--- config.mk ---
export PLATFORM = sky130hd
export DESIGN_NAME = split_irq_latch
export DESIGN_NICKNAME = d
export VERILOG_FILES = /design/src/rtl/split_irq_latch_pkg.sv /design/src/rtl/slrl_flag_bank.sv /design/src/rtl/slrl_arm_ctrl.sv /design/src/rtl/split_irq_latch.sv
export SDC_FILE = /design/constraint.sdc
export NUM_CORES = 1
export LEC_CHECK = 0
export ABC_AREA = 0
export BUFFER_PORTS_ARGS = -buffer_cell sky130_fd_sc_hd__buf_4
export CAP_MARGIN = 20
export CELL_PAD_IN_SITES_DETAIL_PLACEMENT = 0
export CELL_PAD_IN_SITES_GLOBAL_PLACEMENT = 1
export CORE_MARGIN = 2
export CORE_UTILIZATION = 38
export CTS_CLUSTER_DIAMETER = 200
export DETAILED_ROUTE_END_ITERATION = 10
export PLACE_DENSITY = 0.87
export SYNTH_ARGS = -nofsm -noshare
export SYNTH_HDL_FRONTEND = slang
export SYNTH_HIERARCHICAL = 1
export SYNTH_SLANG_ARGS = --single-unit
--- constraint.sdc ---
create_clock -name clk -period 2.3 [get_ports clk]
set_clock_uncertainty 0.1 [all_clocks]
set_input_delay 0 -clock clk [delete_from_list [all_inputs] [get_ports clk]]
set_output_delay 0 -clock clk [all_outputs]
set_load 0.005 [all_outputs]
--- src/rtl/split_irq_latch_pkg.sv ---
package split_irq_latch_pkg;

    localparam int HALF_W_DEF = 16;
    localparam int N_HALVES   = 2;

    typedef enum logic {
        HALF_LO = 1'b0,
        HALF_HI = 1'b1
    } half_sel_e;

    // Re-arm record: one bit per half, set once that half is read.
    typedef struct packed {
        logic hi;
        logic lo;
    } arm_t;

    localparam arm_t ARM_RESET = '{hi: 1'b1, lo: 1'b1};
    localparam arm_t ARM_NONE  = '{hi: 1'b0, lo: 1'b0};

    function automatic logic both_seen(input arm_t a);
        return a.lo & a.hi;
    endfunction

    function automatic arm_t mark_reads(input arm_t a, input logic [N_HALVES-1:0] rd);
        arm_t r;
        r.lo = a.lo | rd[HALF_LO];
        r.hi = a.hi | rd[HALF_HI];
        return r;
    endfunction

endpackage

--- src/rtl/slrl_flag_bank.sv ---
module slrl_flag_bank #(
    parameter int HALF_W = 16,
    parameter int N_HALF = 2,
    localparam int FLAG_W = HALF_W * N_HALF
) (
    input  logic              clk,
    input  logic              rst,
    input  logic [FLAG_W-1:0] evt,
    input  logic [N_HALF-1:0] rd,
    output logic [FLAG_W-1:0] flags
);

    logic [FLAG_W-1:0] flags_q;

    for (genvar h = 0; h < N_HALF; h++) begin : g_half
        // A read clears the half, but an event in that cycle wins.
        always_ff @(posedge clk) begin
            if (rst) begin
                flags_q[h*HALF_W +: HALF_W] <= '0;
            end else begin
                flags_q[h*HALF_W +: HALF_W] <=
                    (rd[h] ? {HALF_W{1'b0}} : flags_q[h*HALF_W +: HALF_W])
                    | evt[h*HALF_W +: HALF_W];
            end
        end
    end

    assign flags = flags_q;

endmodule

--- src/rtl/slrl_arm_ctrl.sv ---
module slrl_arm_ctrl
    import split_irq_latch_pkg::*;
(
    input  logic                clk,
    input  logic                rst,
    input  logic                pending,
    input  logic [N_HALVES-1:0] rd,
    output logic                active,
    output arm_t                arm
);

    logic active_q;
    arm_t arm_q;
    logic rd_any;
    logic fire;

    assign rd_any = |rd;
    assign fire   = !active_q && both_seen(arm_q) && pending && !rd_any;

    always_ff @(posedge clk) begin
        if (rst) begin
            active_q <= 1'b0;
            arm_q    <= ARM_RESET;
        end else begin
            if (fire) begin
                active_q <= 1'b1;
                arm_q    <= ARM_NONE;
            end else begin
                if (active_q && rd_any) begin
                    active_q <= 1'b0;
                end
                arm_q <= mark_reads(arm_q, rd);
            end
        end
    end

    assign active = active_q;
    assign arm    = arm_q;

endmodule

--- src/rtl/split_irq_latch.sv ---
module split_irq_latch
    import split_irq_latch_pkg::*;
#(
    parameter int HALF_W = HALF_W_DEF,
    localparam int FLAG_W = 2 * HALF_W
) (
    input  logic              clk,
    input  logic              rst,
    input  logic [FLAG_W-1:0] evt_set,
    input  logic              mask_we,
    input  logic [FLAG_W-1:0] mask_wdata,
    input  logic              rd_lo,
    input  logic              rd_hi,
    output logic [HALF_W-1:0] lo_data,
    output logic [HALF_W-1:0] hi_data,
    output logic              irq_n
);

    logic [FLAG_W-1:0]   mask_q;
    logic [FLAG_W-1:0]   flags;
    logic [N_HALVES-1:0] rd_vec;
    logic                pending;
    logic                active;
    arm_t                arm_q;

    assign rd_vec[HALF_LO] = rd_lo;
    assign rd_vec[HALF_HI] = rd_hi;

    always_ff @(posedge clk) begin
        if (rst) begin
            mask_q <= '0;
        end else if (mask_we) begin
            mask_q <= mask_wdata;
        end
    end

    slrl_flag_bank #(
        .HALF_W (HALF_W),
        .N_HALF (N_HALVES)
    ) u_flags (
        .clk   (clk),
        .rst   (rst),
        .evt   (evt_set),
        .rd    (rd_vec),
        .flags (flags)
    );

    assign pending = |(flags & mask_q);

    slrl_arm_ctrl u_arm (
        .clk     (clk),
        .rst     (rst),
        .pending (pending),
        .rd      (rd_vec),
        .active  (active),
        .arm     (arm_q)
    );

    assign lo_data = flags[HALF_W-1:0];
    assign hi_data = flags[FLAG_W-1:HALF_W];
    assign irq_n   = ~active;

endmodule

# Word level (Yosys, flattened, before mapping)
# Index checks and enable logic that the tools add are counted.
[op_classes] mux=5 bitwise=7 n_reduce_logical=9
[op_table] op="$and A32 B32 Y32" n=1
[op_table] op="$mux W16" n=2
[op_table] op="$or A16 B16 Y16" n=2
[op_table] op="$reduce_or A32 Y1" n=1
[op_table] op="$logic_and A1 B1 Y1" n=4
[op_table] op="$logic_not A1 Y1" n=2
[op_table] op="$mux W1" n=2
[op_table] op="$mux W2" n=1
[op_table] op="$or A1 B1 Y1" n=2
[op_table] op="$reduce_bool A2 Y1" n=1
[op_table] op="$reduce_or A2 Y1" n=1
[op_table] op="$and A1 B1 Y1" n=1
[op_table] op="$not A1 Y1" n=1
[totals] ff_bits=67 inputBits=69 out_inout_bits=33 wordCells=27

# Depth between registers and ports, before layout
# Gate-level depths: netlist (run 1).
[logic_depth] word_depth=5 depth_mapped=5 mapped_depth_nobuf=5

# Cells and area by module
# Netlist (run 1), hierarchy kept.
[modules_own_cells] module="split_irq_latch" instances=1 cells_each=125 area_per_inst_um2=1278.7 seq_area_each_um2=640.6
[modules_own_cells] module="slrl_flag_bank" instances=1 cells_each=133 area_per_inst_um2=1181.1 seq_area_each_um2=640.6
[modules_own_cells] module="slrl_arm_ctrl" instances=1 cells_each=9 area_per_inst_um2=112.6 seq_area_each_um2=60.1

# Worst setup path before layout (run 1)
# OpenSTA, ideal clock, no wires.
[synth_path] kind="reg-to-reg" start="register u_flags.flags_q[3] (netlist: u_flags/flags[3])" end="register u_arm.active_q (netlist: u_arm/active)" setup_time_ps=117 t_arrival_ps=1353 required_ps=2083 slack_ps=730 stages_incl_launch_ff=6 path_buffers=0 period_less_slack_ps=1570 path_cell_list="dfxtp_1 -> a22oi_1 -> nand4_1 -> or4_1 -> a31oi_1 -> nor4_1"
[synth_between] elab_chain_len=5 word_cells_on_any_way=6 classes_between="mux: 1; bitwise: 1; reduce/logical: 4"
[synth_rtl] item="start, declared" line_no="slrl_flag_bank.sv:13" text="logic [FLAG_W-1:0] flags_q;"
[synth_rtl] item="start signal, assigned by index" line_no="slrl_flag_bank.sv:21" text="flags_q[h*HALF_W +: HALF_W] <="
[synth_rtl] item="$and A32 B32 Y32 (*)" line_no="split_irq_latch.sv:48" text="assign pending = |(flags & mask_q);"
[synth_rtl] item="$reduce_or A32 Y1 (*)" line_no="split_irq_latch.sv:48"
[synth_rtl] item="net pending" line_no="split_irq_latch.sv:22" text="logic pending;"
[synth_rtl] item="$logic_and A1 B1 Y1 (*) (2 in a row)" line_no="slrl_arm_ctrl.sv:18" text="assign fire = !active_q && both_seen(arm_q) && pending && !rd_any;"
[synth_rtl] item="$mux W1 or $reduce_bool A2 Y1 (tied branches)"
[synth_rtl] item="end signal, assigned" line_no="slrl_arm_ctrl.sv:22" text="active_q <= 1'b0;"
[synth_rtl] item="end signal, assigned" line_no="slrl_arm_ctrl.sv:26" text="active_q <= 1'b1;"
[synth_rtl] item="end signal, assigned" line_no="slrl_arm_ctrl.sv:30" text="active_q <= 1'b0;"
[synth_rtl] item="end, declared" line_no="slrl_arm_ctrl.sv:12" text="logic active_q;"
# Mark *: on every way through the listed nets, which the timed path passes. The rest lies on a longest branch.
# A chain may end at the register's enable or synchronous reset.

# Worst setup path in the final report (run 1)
[layout_path] start="register u_flags.flags_q[14] (netlist: u_flags/flags[14])" end="register u_arm.active_q (netlist: u_arm/active)"
# The elaborated chain is that of the path after synthesis.

==> results of run 1 <==
==> how the worst max path moves through the flow <==
stage / startpoint / to / cells past startpoint
finish: u_flags/flags[14] / u_arm/active / 5
global route: u_flags/flags[14] / u_arm/active / 5
CTS: u_flags/flags[14] / u_arm/active / 5
detailed placement: u_flags/flags[14] / u_arm/active / 5
global placement: u_flags/flags[14] / u_arm/active / 5
floorplan: u_flags/flags[3] / u_arm/active / 5
==> kinds of logic (layout without fill, tap and decap cells) <==
kind of cell	count (synthesis)	count (layout)	share of synthesized area, %
buffers and inverters	45	224	7.49
AND/OR/NAND/NOR	72	72	15.4
flip-flops	67	67	52.1
AO/OA/AOI/OAI	51	51	12.5
multiplexers	32	32	12.5
==> registers in the layout, indices dropped and copies added (netlist names) <==
| register | count |
|---|---|
| mask_q | 32 |
| u_flags/flags | 32 |
| u_arm/arm | 2 |
| u_arm/active | 1 |
==> per-layer routing <==
layer  up-vias  track usage, %
li1       1236               -
met3        12            5.33
met2        73            34.3
met5         -               0
met4         0            7.95
met1      1108            25.6
==> power by group <==
part	switching, mW	internal [mW]	total (mW)
Combinational	0.161	0.280	0.441
Clock	0.419	0.448	0.867
Sequential	0.0527	1.23	1.29
Total	0.632	1.96	2.60
==> area by class of cell <==
cell class,count,area (um2)
multi-input combinational,155,1040
clock inverter,2,10.0
clock buffer,14,163
fill,526,2190
inverter,33,124
sequential,67,1340
timing repair buffer,175,1500
tap,77,96.3
==> cells in the final DEF (no fill, tap or decap) <==
master,count
sky130_fd_sc_hd__dfxtp_1,67
sky130_fd_sc_hd__inv_1,33
sky130_fd_sc_hd__a22oi_2,2
sky130_fd_sc_hd__clkbuf_8,11
sky130_fd_sc_hd__nand4_1,4
sky130_fd_sc_hd__nand2b_1,30
sky130_fd_sc_hd__nor4_1,1
sky130_fd_sc_hd__nor2_1,32
sky130_fd_sc_hd__buf_4,101
sky130_fd_sc_hd__nand2b_4,2
sky130_fd_sc_hd__mux2i_1,32
sky130_fd_sc_hd__a21oi_2,2
sky130_fd_sc_hd__nand4bb_1,2
sky130_fd_sc_hd__a21oi_1,30
sky130_fd_sc_hd__a31oi_1,1
sky130_fd_sc_hd__dlygate4sd3_1,74
sky130_fd_sc_hd__a211o_1,2
sky130_fd_sc_hd__or4_1,1
sky130_fd_sc_hd__a22oi_1,14
sky130_fd_sc_hd__clkbuf_1,3
sky130_fd_sc_hd__clkinv_2,2
==> cell usage after synthesis <==
cell and number:
sky130_fd_sc_hd__clkbuf_1 3, sky130_fd_sc_hd__nand2b_4 2, sky130_fd_sc_hd__or4_1 1, sky130_fd_sc_hd__nor4_1 1
sky130_fd_sc_hd__a31oi_1 1, sky130_fd_sc_hd__inv_1 33, sky130_fd_sc_hd__a21oi_1 30, sky130_fd_sc_hd__nor2_1 32
sky130_fd_sc_hd__a21oi_2 2, sky130_fd_sc_hd__dfxtp_1 67, sky130_fd_sc_hd__buf_6 2, sky130_fd_sc_hd__a22oi_2 2
sky130_fd_sc_hd__nand4_1 4, sky130_fd_sc_hd__buf_2 7, sky130_fd_sc_hd__mux2i_1 32, sky130_fd_sc_hd__a211o_1 2
sky130_fd_sc_hd__nand2b_1 30, sky130_fd_sc_hd__nand4bb_1 2, sky130_fd_sc_hd__a22oi_1 14
==> what timing repair did <==
action,4_1_cts,5_1_grt
setup endpoints to repair,0,0
hold buffers,74,0
endpoints found under the hold margin,67,0
==> critical path, cell delays in order, from the launching register on <==
cell and delay, ps:
sky130_fd_sc_hd__dfxtp_1 320, sky130_fd_sc_hd__a22oi_1 260, sky130_fd_sc_hd__nand4_1 140, sky130_fd_sc_hd__or4_1 580, sky130_fd_sc_hd__a31oi_1 190, sky130_fd_sc_hd__nor4_1 60
==> through the flow <==
step | setup WS (ps) | hold slack (ps) | utilization (%)
global route | 363 | 101 | 66.1
global placement | 492 | 132 | 52.0
floorplan | 730 | -30.9 | -
detailed placement | 486 | 142 | 52.0
finish | 511 | 82.6 | 66.1
CTS | 483 | 84.6 | 66.1
==> parameters.txt, run 1 <==
Parameter                              Value

Floorplan
  Starting Density ... around 40%
  Die outline area ... approximately 7400 um2
  I/O pins ... 102
  Horizontal die dimension ... roughly 86 um
  Die Span Y ... roughly 86 um
  Number of rows created at floorplan ... 29
  Std-Cell Core Area ... approximately 6500 um2

Layout
  Share of final-layout standard cells stronger than drive strength 1 ... between 20% and 30%
  Cell Count, Final, Fillers Out ... about 520
  Area added between synthesis and finish ... 66.1%
  Area of all placed cells without fillers ... around 4300 um2
  Number of nets in the layout ... just over 500
  Antenna cells ... 0

Detailed routing
  Routed metal-1 wire length ... about 3300 um
  Detailed route wirelength on metal3 ... roughly 400 um
  Post-DRT Antenna Nets ... 0
  DR vias ... 2429
  Remaining DRCs ... 0
  Met2 wirelength from detailed routing ... roughly 3600 um
  Total wire length after detailed routing ... between 7000 and 8000 um
  Number of optimization iterations in the first detailed-route pass ... 4
  Top routing layer used ... met4
  Wire length per cell ... ~14 um
  DR iter-0 viols ... 97
  Mean number of vias per cell ... 4.64

STA
  Hold violation total from the final report ... 0
  Unrepaired setup endpoints after global routing ... false
  Highest achievable clock rate ... approximately 560 MHz
  Slew at the pin closest to its max-slew limit ... roughly 710 ps
  Slew Limit Fails ... 0
  Number of setup violations in the final report ... 0
  Min cycle time layout ... about 1800 ps
  Setup TNS after final layout ... 0 ps
  Relative slew slack ... 52.8%
  Final Cycle Share ... between 70 and 80%

Placement
  Placed wire-length estimate after detailed placement ... about 4500 um
  Global placement routability congestion ... 0.725
  Input/output buffers ... between 100 and 150
  Cell total after placement ... around 430
  Area after detailed placement ... around 3400 um2

Min path
  Terminating pin of the worst hold path ... mask_q[19]
  Start point of the worst min-delay path ... rst
  Path class of the lowest-slack min-delay path ... primary input to flip-flop
  Worst hold path stage count ... 2

Clock network
  Clock tree buffer depth ... 2
  CTS tree ... done
  Post-CTS resize count ... 0
  CTS Buf Count ... 9
  Clock insertion delay at the later pin of the skew report ... 340 ps
  Post-CTS setup buffer count ... 0
  Root buffer cell ... sky130_fd_sc_hd__clkbuf_8
  H-tree level count ... 3
  Clock slew at reported path FFs ... approximately 70 ps
  Number of clock sinks seen by CTS ... 67

Logic synthesis
  Number of register bits inferred by synthesis ... 67
  Fraction of synthesized cell area taken by the top area cell type ... a little over half
  Syn Area/Cell ... a little under 10 um2
  Net count of the mapped netlist ... 336
  Synth area leader ... sky130_fd_sc_hd__dfxtp_1
  Post-synthesis cell count ... around 270
  Area contributors post-synth ... sky130_fd_sc_hd__dfxtp_1 52%, sky130_fd_sc_hd__mux2i_1 12%, sky130_fd_sc_hd__nand2b_1 7.3%, sky130_fd_sc_hd__a21oi_1 5.8%, sky130_fd_sc_hd__inv_1 4.8%
  Post-synthesis instance area ... approximately 2600 um2
  Post-synthesis sequential area ratio ... 52.1%
  Number of distinct library cell variants in the gate-level netlist after synthesis ... 19
  Number of warnings issued by yosys ... 6

Setup path
  Worst r2r src ... u_flags/flags[14]
  Worst EP required ... 2400 ps
  Data arrival time of the critical path ... approximately 1900 ps
  Crit Path Category ... flip-flop to flip-flop
  Launching element type of the critical path ... flip-flop
  Setup slack of the worst register-to-register path ... around 510 ps
  Capturing point of the worst reg2reg path ... u_arm/active
  Worst Path Max Fanout ... 3
  Number of cells on the worst reg-to-reg path ... 5
  Endpoint class of the critical path ... flip-flop

Power and ir drop
  Total leakage power ... between 2 and 2.5 nW
  Power per unit of standard cell area ... 608 nW/um2
  Worst IR drop on VDD ... between 0.0004 and 0.0005 V
  Total design power ... roughly 2.6 mW

Global routing
  Total global routing overflow ... 0
  Global-route wire length before repair ... between 10000 and 15000 um
  Largest net degree at the start of global routing ... between 60 and 70
  Via count of the first global-routing pass ... around 2400
  Initial antenna violation count ... 0
  GR Util All Layers ... around a fifth

Run
  Reported max-cap violation count ... 0

Status
  Result of the run ... complete, no violations
No activity file was read; power rests on OpenSTA's default activity.
==> run 2: changes to the inputs <==
--- a/config.mk
+++ b/config.mk
@@ -11,10 +11,10 @@
 export CELL_PAD_IN_SITES_DETAIL_PLACEMENT = 0
 export CELL_PAD_IN_SITES_GLOBAL_PLACEMENT = 1
 export CORE_MARGIN = 2
-export CORE_UTILIZATION = 38
+export CORE_UTILIZATION = 35
 export CTS_CLUSTER_DIAMETER = 200
 export DETAILED_ROUTE_END_ITERATION = 10
-export PLACE_DENSITY = 0.87
+export PLACE_DENSITY = 0.82
 export SYNTH_ARGS = -nofsm -noshare
 export SYNTH_HDL_FRONTEND = slang
 export SYNTH_HIERARCHICAL = 1
==> constraint.sdc (replaced) <==
create_clock -name clk -period 1.7 [get_ports clk]
set_clock_uncertainty 0.1 [all_clocks]
set_input_delay 0 -clock clk [delete_from_list [all_inputs] [get_ports clk]]
set_output_delay 0 -clock clk [all_outputs]
set_load 0.005 [all_outputs]
==> run 2 against run 1 <==
  * The run now ends with setup timing left
  * Register-to-register slack worse by 560 ps
  * Sequential share of layout area is 1.3 points lower
  * Wire length is 1.4% higher
  * Power is 56% higher
  * Core utilization is 3.8 points lower
  * Final area is 4.7% higher
  * Global-route usage is 1.6 points lower
  * Worst setup slack worse by 560 ps
  * Clock power is 94% higher
  * Hold slack better by 1.1 ps
  * Non-clock buffer count is 7 higher
  * Largest cell class unchanged
==> parameters.txt, run 2 (synthesis results as in run 1) <==
Parameter                              Value

Floorplan
  Starting Density ... 35.9% (was 39.8%)
  Number of rows created at floorplan ... 31 (was 29)
  Horizontal die dimension ... 89.7 um (was 86.3 um)
  Std-Cell Core Area ... 7180 um2 (was 6460 um2)
  Die Span Y ... 89.7 um (was 86.3 um)
  Die outline area ... 8050 um2 (was 7440 um2)
  I/O pins ... 102 (unchanged)

STA
  Final Cycle Share ... 103% (was 77.8%)
  Relative slew slack ... 52.4% (was 52.8%)
  Slew Limit Fails ... 0 (unchanged)
  Worst hold margin ... 83.7 ps (was 82.6 ps)
  Min cycle time layout ... 1750 ps (was 1790 ps)
  Unrepaired setup endpoints after global routing ... true (was false)
  Slew at the pin closest to its max-slew limit ... 714 ps (was 707 ps)
  Highest achievable clock rate ... 573 MHz (was 559 MHz)
  Hold violation total from the final report ... 0 (unchanged)
  PnR worst setup slack ... -45.7 ps (was 511 ps)
  Number of setup violations in the final report ... 1 (was 0)

Detailed routing
  DR vias ... 2448 (was 2429)
  Number of optimization iterations in the first detailed-route pass ... 4 (unchanged)
  Top routing layer used ... met4 (unchanged)
  DR iter-0 viols ... 62 (was 97)
  Routed metal-1 wire length ... 3300 um (was 3350 um)
  Met2 wirelength from detailed routing ... 3870 um (was 3630 um)
  Post-DRT Antenna Nets ... 0 (unchanged)
  Mean number of vias per cell ... 4.43 (was 4.64)
  Remaining DRCs ... 0 (unchanged)
  Wire length per cell ... 13.8 um (was 14.3 um)
  Total wire length after detailed routing ... 7600 um (was 7490 um)
  Detailed route wirelength on metal3 ... 360 um (was 396 um)

Setup path
  Cell with the biggest individual delay on the critical path ... sky130_fd_sc_hd__or4_4 (was sky130_fd_sc_hd__or4_1)
  Endpoint class of the critical path ... flip-flop (unchanged)
  Count of buffer and inverter cells on the critical path ... 0 (unchanged)
  Max incr delay on CP ... 560 ps (was 580 ps)
  Crit Path Category ... flip-flop to flip-flop (unchanged)
  Data arrival time of the critical path ... 1840 ps (was 1890 ps)
  Sequence of cells on the critical path ... a22oi_2 -> nand4_1 -> or4_4 -> a31oi_1 -> nor4_1 (was a22oi_1 -> nand4_1 -> or4_1 -> a31oi_1 -> nor4_1)
  Worst EP required ... 1790 ps (was 2400 ps)
  Number of cells on the worst reg-to-reg path ... 5 (unchanged)
  Setup slack of the worst register-to-register path ... -50 ps (was 510 ps)
  Worst Path Max Fanout ... 3 (unchanged)
  Capturing point of the worst reg2reg path ... u_arm/active (unchanged)
  Worst r2r src ... u_flags/flags[13] (was u_flags/flags[14])
  Launching element type of the critical path ... flip-flop (unchanged)
  Family with the most delay on the worst path ... simple AND/OR/NAND/NOR gates (unchanged)

Power and ir drop
  Worst IR drop on VDD ... 0.000514 V (was 0.000423 V)
  Power dissipated by switching net loads ... 0.885 mW (was 0.632 mW)
  Power share of the sequential group ... 43.1% (was 49.6%)
  Total leakage power ... 2.12 nW (was 2.04 nW)
  Int Pwr ... 3.16 mW (was 1.96 mW)
  Combinational Power Share ... 15.5% (was 17.0%)
  Net switching share of the total power ... 21.9% (was 24.4%)
  Clock group share of total power ... 41.4% (was 33.4%)
  Power per unit of standard cell area ... 905 nW/um2 (was 608 nW/um2)

Placement
  Input/output buffers ... 101 (unchanged)
  Placed wire-length estimate after detailed placement ... 4640 um (was 4540 um)
  Global placement routability congestion ... 0.752 (was 0.725)
  Place WS ... -125 ps (was 486 ps)

Layout
  Share of final-layout standard cells stronger than drive strength 1 ... 33.1% (was 26.9%)
  Filler Cell Count ... 599 (was 526)
  Area added between synthesis and finish ... 73.8% (was 66.1%)
  Commonest cells after routing, fill and taps aside ... 116 x sky130_fd_sc_hd__buf_4, 66 x sky130_fd_sc_hd__dlygate4sd3_1, 65 x sky130_fd_sc_hd__dfxtp_1, 33 x sky130_fd_sc_hd__inv_1 (was 101 x sky130_fd_sc_hd__buf_4, 74 x sky130_fd_sc_hd__dlygate4sd3_1, 67 x sky130_fd_sc_hd__dfxtp_1, 33 x sky130_fd_sc_hd__inv_1)
  Commonest non-fill, non-tap cell in the layout ... sky130_fd_sc_hd__buf_4 (unchanged)
  Number of nets in the layout ... 517 (was 510)
  Antenna cells ... 0 (unchanged)

Clock network
  Root buffer cell ... sky130_fd_sc_hd__clkbuf_8 (unchanged)
  Clock slew at reported path FFs ... 70 ps (about the same)
  Post-CTS setup buffer count ... 0 (unchanged)
  H-tree level count ... 3 (unchanged)
  Number of clock sinks seen by CTS ... 67 (unchanged)
  Clock tree buffer depth ... 2 (unchanged)
  Clock insertion delay at the later pin of the skew report ... 330 ps (was 340 ps)
  CTS Buf Count ... 9 (unchanged)
  CTS tree ... done (unchanged)

Global routing
  Largest net degree at the start of global routing ... 68 (unchanged)
  GR Util All Layers ... 18.9% (was 20.6%)
  Via count of the first global-routing pass ... 2522 (was 2449)
  Total global routing overflow ... 0 (unchanged)
  Global-route wire length before repair ... 12200 um (was 11700 um)
  Initial antenna violation count ... 0 (unchanged)

Min path
  Terminating pin of the worst hold path ... mask_q[20] (was mask_q[19])
  Path class of the lowest-slack min-delay path ... primary input to flip-flop (unchanged)
  Worst hold path stage count ... 2 (unchanged)
  Start point of the worst min-delay path ... rst (unchanged)

Status
  Result of the run ... finished, violations left (was complete, no violations)
  Violated checks ... setup timing

Run
  Reported max-cap violation count ... 0 (unchanged)
-- run 2: cell count changes in the layout (fill, tap and decap cells not counted), sizes merged --
cell | before | now
buf | 101 | 116
bufinv | 0 | 3
dlygate4sd3 | 74 | 66
clkbuf | 14 | 12
clkinv | 2 | 1
-- run 2: metrics by stage --
step	util, %	TNS (ps)	power (mW)	instances	cell area, um2
2_1_floorplan	-	0	1.97	267	2570
3_3_place_gp	48.8	-135	2.25	470	3500
3_5_place_dp	48.8	-187	2.26	470	3500
4_1_cts	62.0	0	4.08	552	4450
5_1_grt	62.3	-96.6	4.21	552	4470
6_report	62.3	-45.7	4.05	552	4470
-- run 2: area by class of cell --
cell class	count	area [um2]	area share, %
timing repair buffer	182	1530	34.3
sequential	67	1340	30.1
multi-input combinational	155	1090	24.3
clock buffer	12	165	3.69
inverter	33	124	2.77
tap	99	124	2.77
clock inverter	4	95.1	2.13
-- run 2: worst max path at each step --
stage / from / endpoint / slack [ps] / cells after the start
floorplan: u_flags/flags[3] / u_arm/active / 130 / 5
global placement: u_flags/flags[14] / u_arm/active / -110 / 5
detailed placement: u_flags/flags[14] / u_arm/active / -130 / 5
CTS: mask_q[14] / u_arm/active / 30 / 5
global route: u_flags/flags[13] / u_arm/active / -80 / 5
finish: u_flags/flags[13] / u_arm/active / -50 / 5
-- run 2: power by group through the flow --
stage / combinational (mW) / clock, mW / sequential, mW
after detailed placement: 0.493 / 0 / 1.77
after CTS: 0.622 / 1.72 / 1.74
after floorplan: 0.208 / 0 / 1.76
after global placement: 0.488 / 0 / 1.76
final: 0.627 / 1.68 / 1.74
after global routing: 0.682 / 1.77 / 1.76
-- run 2: worst reg2reg max path, cell delays in order, from the launching register on --
cell                      delay, ps
sky130_fd_sc_hd__dfxtp_1        350
sky130_fd_sc_hd__a22oi_2        250
sky130_fd_sc_hd__nand4_1        110
sky130_fd_sc_hd__or4_4          560
sky130_fd_sc_hd__a31oi_1        180
sky130_fd_sc_hd__nor4_1          60
-- run 2: repair_timing --
item,4_1_cts,5_1_grt
pin swaps,5,5
setup endpoints to repair,3,3
hold buffers,66,0
hold endpoints to repair,67,0
gates resized for setup,6,6
-- run 2: metal layers --
metal  global-route usage (%)  up-vias
met5                        0        -
met4                     6.54        0
met3                     4.02        7
met2                     33.1       62
met1                     23.2     1134
li1                         -     1245
==> run 3: changes to the inputs <==
--- a/config.mk
+++ b/config.mk
@@ -5,7 +5,7 @@
 export SDC_FILE = /design/constraint.sdc
 export NUM_CORES = 1
 export LEC_CHECK = 0
-export ABC_AREA = 0
+export ABC_AREA = 1
 export BUFFER_PORTS_ARGS = -buffer_cell sky130_fd_sc_hd__buf_4
 export CAP_MARGIN = 20
 export CELL_PAD_IN_SITES_DETAIL_PLACEMENT = 0
@@ -14,7 +14,7 @@
 export CORE_UTILIZATION = 35
 export CTS_CLUSTER_DIAMETER = 200
 export DETAILED_ROUTE_END_ITERATION = 10
-export PLACE_DENSITY = 0.82
+export PLACE_DENSITY = 0.81
 export SYNTH_ARGS = -nofsm -noshare
 export SYNTH_HDL_FRONTEND = slang
 export SYNTH_HIERARCHICAL = 1
==> run 3 against run 2 <==
  * The run now ends clean
  * Maximum frequency grew 6.5%
  * Core utilization shrank 3.7 points
  * Hold slack lost 50 ps
  * Die area grew 13%
  * Critical path depth grew 1
==> parameters.txt, run 3 <==
Parameter                              Value

Status
  Result of the run ... complete, no violations (was finished, violations left)

Setup path
  Crit Path Category ... primary input to flip-flop (was flip-flop to flip-flop)
  Worst EP required ... 1870 ps (was 1790 ps)
  Endpoint class of the critical path ... flip-flop (unchanged)
  Worst Path Max Fanout ... 16 (was 3)
  Launching element type of the critical path ... primary input (was flip-flop)
  Data arrival time of the critical path ... 1810 ps (was 1840 ps)

Global routing
  Total global routing overflow ... 0 (unchanged)
  Largest net degree at the start of global routing ... 34 (was 68)
  Via count of the first global-routing pass ... 2829 (was 2522)
  GR Util All Layers ... 18.6% (was 18.9%)
  Global-route wire length before repair ... 12900 um (was 12200 um)
  Initial antenna violation count ... 0 (unchanged)

Logic synthesis
  Compound-Gate Fraction of Synth Area ... 17.5% (was 12.5%)
  Post-synthesis sequential area ratio ... 45.8% (was 52.1%)
  Share of synthesized flip-flops with an asynchronous set or reset ... 0% (unchanged)
  Number of register bits inferred by synthesis ... 67 (unchanged)
  Synth area leader ... sky130_fd_sc_hd__dfxtp_1 (unchanged)
  Post-synthesis cell count ... 358 (was 267)
  Number of enable-type register cells in the synthesized netlist ... 0 (unchanged)
  Proportion of synthesized area in mux cells ... 0% (was 12.5%)
  Adder-cell share of the synthesized area ... 0% (unchanged)
  Number of distinct library cell variants in the gate-level netlist after synthesis ... 18 (was 19)
  Largest family of logic cells by synthesized area ... simple AND/OR/NAND/NOR gates (unchanged)
  Syn Area/Cell ... 8.17 um2 (was 9.63 um2)
  Prevailing post-synth register cell ... sky130_fd_sc_hd__dfxtp_1 (unchanged)
  Fraction of synthesized cell area taken by the top area cell type ... 45.8% (was 52.1%)
  Number of warnings issued by yosys ... 6 (unchanged)
  Share of the synthesized netlist area taken by xor and xnor gates ... 0% (unchanged)
  Simple-Gate Fraction of Synth Area ... 25.1% (was 15.4%)
  Net count of the mapped netlist ... 427 (was 336)
  Area contributors post-synth ... sky130_fd_sc_hd__dfxtp_1 46%, sky130_fd_sc_hd__nand2_1 16%, sky130_fd_sc_hd__a21oi_2 15%, sky130_fd_sc_hd__nand2_2 6.4%, sky130_fd_sc_hd__inv_1 4.7% (was sky130_fd_sc_hd__dfxtp_1 52%, sky130_fd_sc_hd__mux2i_1 12%, sky130_fd_sc_hd__nand2b_1 7.3%, sky130_fd_sc_hd__a21oi_1 5.8%, sky130_fd_sc_hd__inv_1 4.8%)
  Post-synthesis instance area ... 2930 um2 (was 2570 um2)
  Commonest cells in the netlist ... 125 x sky130_fd_sc_hd__nand2_1, 67 x sky130_fd_sc_hd__dfxtp_1, 50 x sky130_fd_sc_hd__a21oi_2 (was 67 x sky130_fd_sc_hd__dfxtp_1, 33 x sky130_fd_sc_hd__inv_1, 32 x sky130_fd_sc_hd__mux2i_1, 32 x sky130_fd_sc_hd__nor2_1)
  Top-count cell post-synth ... sky130_fd_sc_hd__nand2_1 (was sky130_fd_sc_hd__dfxtp_1)

Detailed routing
  DR iter-0 viols ... 56 (was 62)
  Remaining DRCs ... 0 (unchanged)
  Total wire length after detailed routing ... 8000 um (was 7600 um)
  Number of optimization iterations in the first detailed-route pass ... 5 (was 4)
  Mean number of vias per cell ... 4.32 (was 4.43)
  Wire length per cell ... 12.1 um (was 13.8 um)
  Post-DRT Antenna Nets ... 0 (unchanged)
  DR vias ... 2862 (was 2448)

Clock network
  H-tree level count ... 3 (unchanged)
  Clock tree buffer depth ... 2 (unchanged)
  Post-CTS setup buffer count ... 0 (unchanged)
  Clock insertion delay at the later pin of the skew report ... 330 ps (about the same)
  Clock slew at reported path FFs ... 70 ps (about the same)
  CTS tree ... done (unchanged)
  Root buffer cell ... sky130_fd_sc_hd__clkbuf_8 (unchanged)
  CTS Buf Count ... 9 (unchanged)
  Number of clock sinks seen by CTS ... 67 (unchanged)

STA
  Min cycle time layout ... 1640 ps (was 1750 ps)
  Final Cycle Share ... 96.4% (was 103%)
  Relative slew slack ... 72.2% (was 52.4%)
  Worst hold margin ... 33.8 ps (was 83.7 ps)
  Number of setup violations in the final report ... 0 (was 1)
  Slew Limit Fails ... 0 (unchanged)
  Unrepaired setup endpoints after global routing ... false (was true)
  Setup TNS after final layout ... 0 ps (was -45.7 ps)
  Hold violation total from the final report ... 0 (unchanged)
  Slew at the pin closest to its max-slew limit ... 416 ps (was 714 ps)
  Highest achievable clock rate ... 610 MHz (was 573 MHz)

Placement
  Placed wire-length estimate after detailed placement ... 5060 um (was 4640 um)
  Input/output buffers ... 101 (unchanged)
  Area after detailed placement ... 3660 um2 (was 3500 um2)
  Global placement routability congestion ... 0.722 (was 0.752)

Layout
  Area added between synthesis and finish ... 63.6% (was 73.8%)
  Commonest cells after routing, fill and taps aside ... 125 x sky130_fd_sc_hd__nand2_1, 102 x sky130_fd_sc_hd__buf_4, 95 x sky130_fd_sc_hd__dlygate4sd3_1, 67 x sky130_fd_sc_hd__dfxtp_1, 50 x sky130_fd_sc_hd__a21oi_2 (was 116 x sky130_fd_sc_hd__buf_4, 66 x sky130_fd_sc_hd__dlygate4sd3_1, 65 x sky130_fd_sc_hd__dfxtp_1, 33 x sky130_fd_sc_hd__inv_1)
  Share of final-layout standard cells stronger than drive strength 1 ... 36.3% (was 33.1%)
  Antenna cells ... 0 (unchanged)
  Layout Utilization ... 58.6% (was 62.3%)
  Filler Cell Count ... 757 (was 599)
  Area of all placed cells without fillers ... 4790 um2 (was 4470 um2)
  Commonest non-fill, non-tap cell in the layout ... sky130_fd_sc_hd__nand2_1 (was sky130_fd_sc_hd__buf_4)
  Number of nets in the layout ... 621 (was 517)

Power and ir drop
  Power per unit of standard cell area ... 753 nW/um2 (was 905 nW/um2)
  Worst IR drop on VDD ... 0.000356 V (was 0.000514 V)
  Total leakage power ... 2.26 nW (was 2.12 nW)
  Total design power ... 3.61 mW (was 4.05 mW)

Floorplan
  Horizontal die dimension ... 95.4 um (was 89.7 um)
  Std-Cell Core Area ... 8180 um2 (was 7180 um2)
  Die Span Y ... 95.4 um (was 89.7 um)
  Die outline area ... 9110 um2 (was 8050 um2)
  I/O pins ... 102 (unchanged)
  Number of rows created at floorplan ... 33 (was 31)
  Starting Density ... 35.8% (was 35.9%)

Run
  Reported max-cap violation count ... 0 (unchanged)

Min path
  Path class of the lowest-slack min-delay path ... primary input to flip-flop (unchanged)
[run 3: changes by cell type in the layout (fill, tap and decap cells not counted), moves of 11 or more]
cell                            before  now
sky130_fd_sc_hd__a21oi_1            30   15
sky130_fd_sc_hd__mux2i_1            32    0
sky130_fd_sc_hd__buf_4             116  102
sky130_fd_sc_hd__a21oi_2             2   50
sky130_fd_sc_hd__nor2_1             32   10
sky130_fd_sc_hd__a22oi_2            11    0
sky130_fd_sc_hd__nand2b_1           30    0
sky130_fd_sc_hd__nand2_1             0  125
sky130_fd_sc_hd__dlygate4sd3_1      66   95
sky130_fd_sc_hd__nand2_2             0   30
[run 3: path summary, 6_finish.rpt]
path               startpoint          endpoint  slack, ps  cells past startpoint
min reg2reg        mask_q[16]        mask_q[16]        370                      2
min                   mask_we        mask_q[25]         30                      3
max                     rd_lo  u_flags/flags[4]         60                      6
max reg2reg  u_flags/flags[4]  u_flags/flags[4]        360                      3
[run 3: final cells by class]
type | instances | area [um2] | share of cell area [%]
tap | 105 | 131 | 2.74
inverter | 40 | 158 | 3.29
clock buffer | 14 | 163 | 3.40
clock inverter | 2 | 10.0 | 0.209
timing repair buffer | 198 | 1740 | 36.3
sequential | 67 | 1340 | 28.0
multi-input combinational | 236 | 1250 | 26.1
[run 3: routing by layer]
layer	vias to the layer above	global-route usage (%)	wire length, um
li1	1482	-	-
met1	1308	21.6	3510
met2	63	33.6	4110
met3	9	3.72	304
met4	0	6.79	76
met5	-	0	0
[run 3: repair_timing]
action                                 4_1_cts  5_1_grt
hold buffers                                95        0
endpoints found under the hold margin       67        0
setup endpoints to repair                    0        0
gates resized for setup                      0        0
[run 3: cells by family after synthesis]
kind of cell	Yosys count
AOI/OAI and AO/OA	65
buffers and inverters	55
DFF	67
and+or+nand+nor	171
[run 3: power by group]
group | switching [mW] | internal (mW) | leakage (nW)
sequential | 0.0699 | 1.67 | 0.556
combinational | 0.282 | 0.412 | 1.61
clock | 0.569 | 0.607 | 0.0905
[run 3: stage by stage]
stage | worst slack (ps) | cells
detailed placement | 394 | 551
global route | 1.24 | 662
floorplan | 595 | 358
global placement | 425 | 551
finish | 60.7 | 662
CTS | 149 | 662
[run 3: critical path, stage by stage]
cell and delay [ps]:
sky130_fd_sc_hd__dlygate4sd3_1 550, sky130_fd_sc_hd__buf_4 150, sky130_fd_sc_hd__inv_2 260, sky130_fd_sc_hd__nand2_1 130
sky130_fd_sc_hd__a21oi_2 140, sky130_fd_sc_hd__dlygate4sd3_1 570
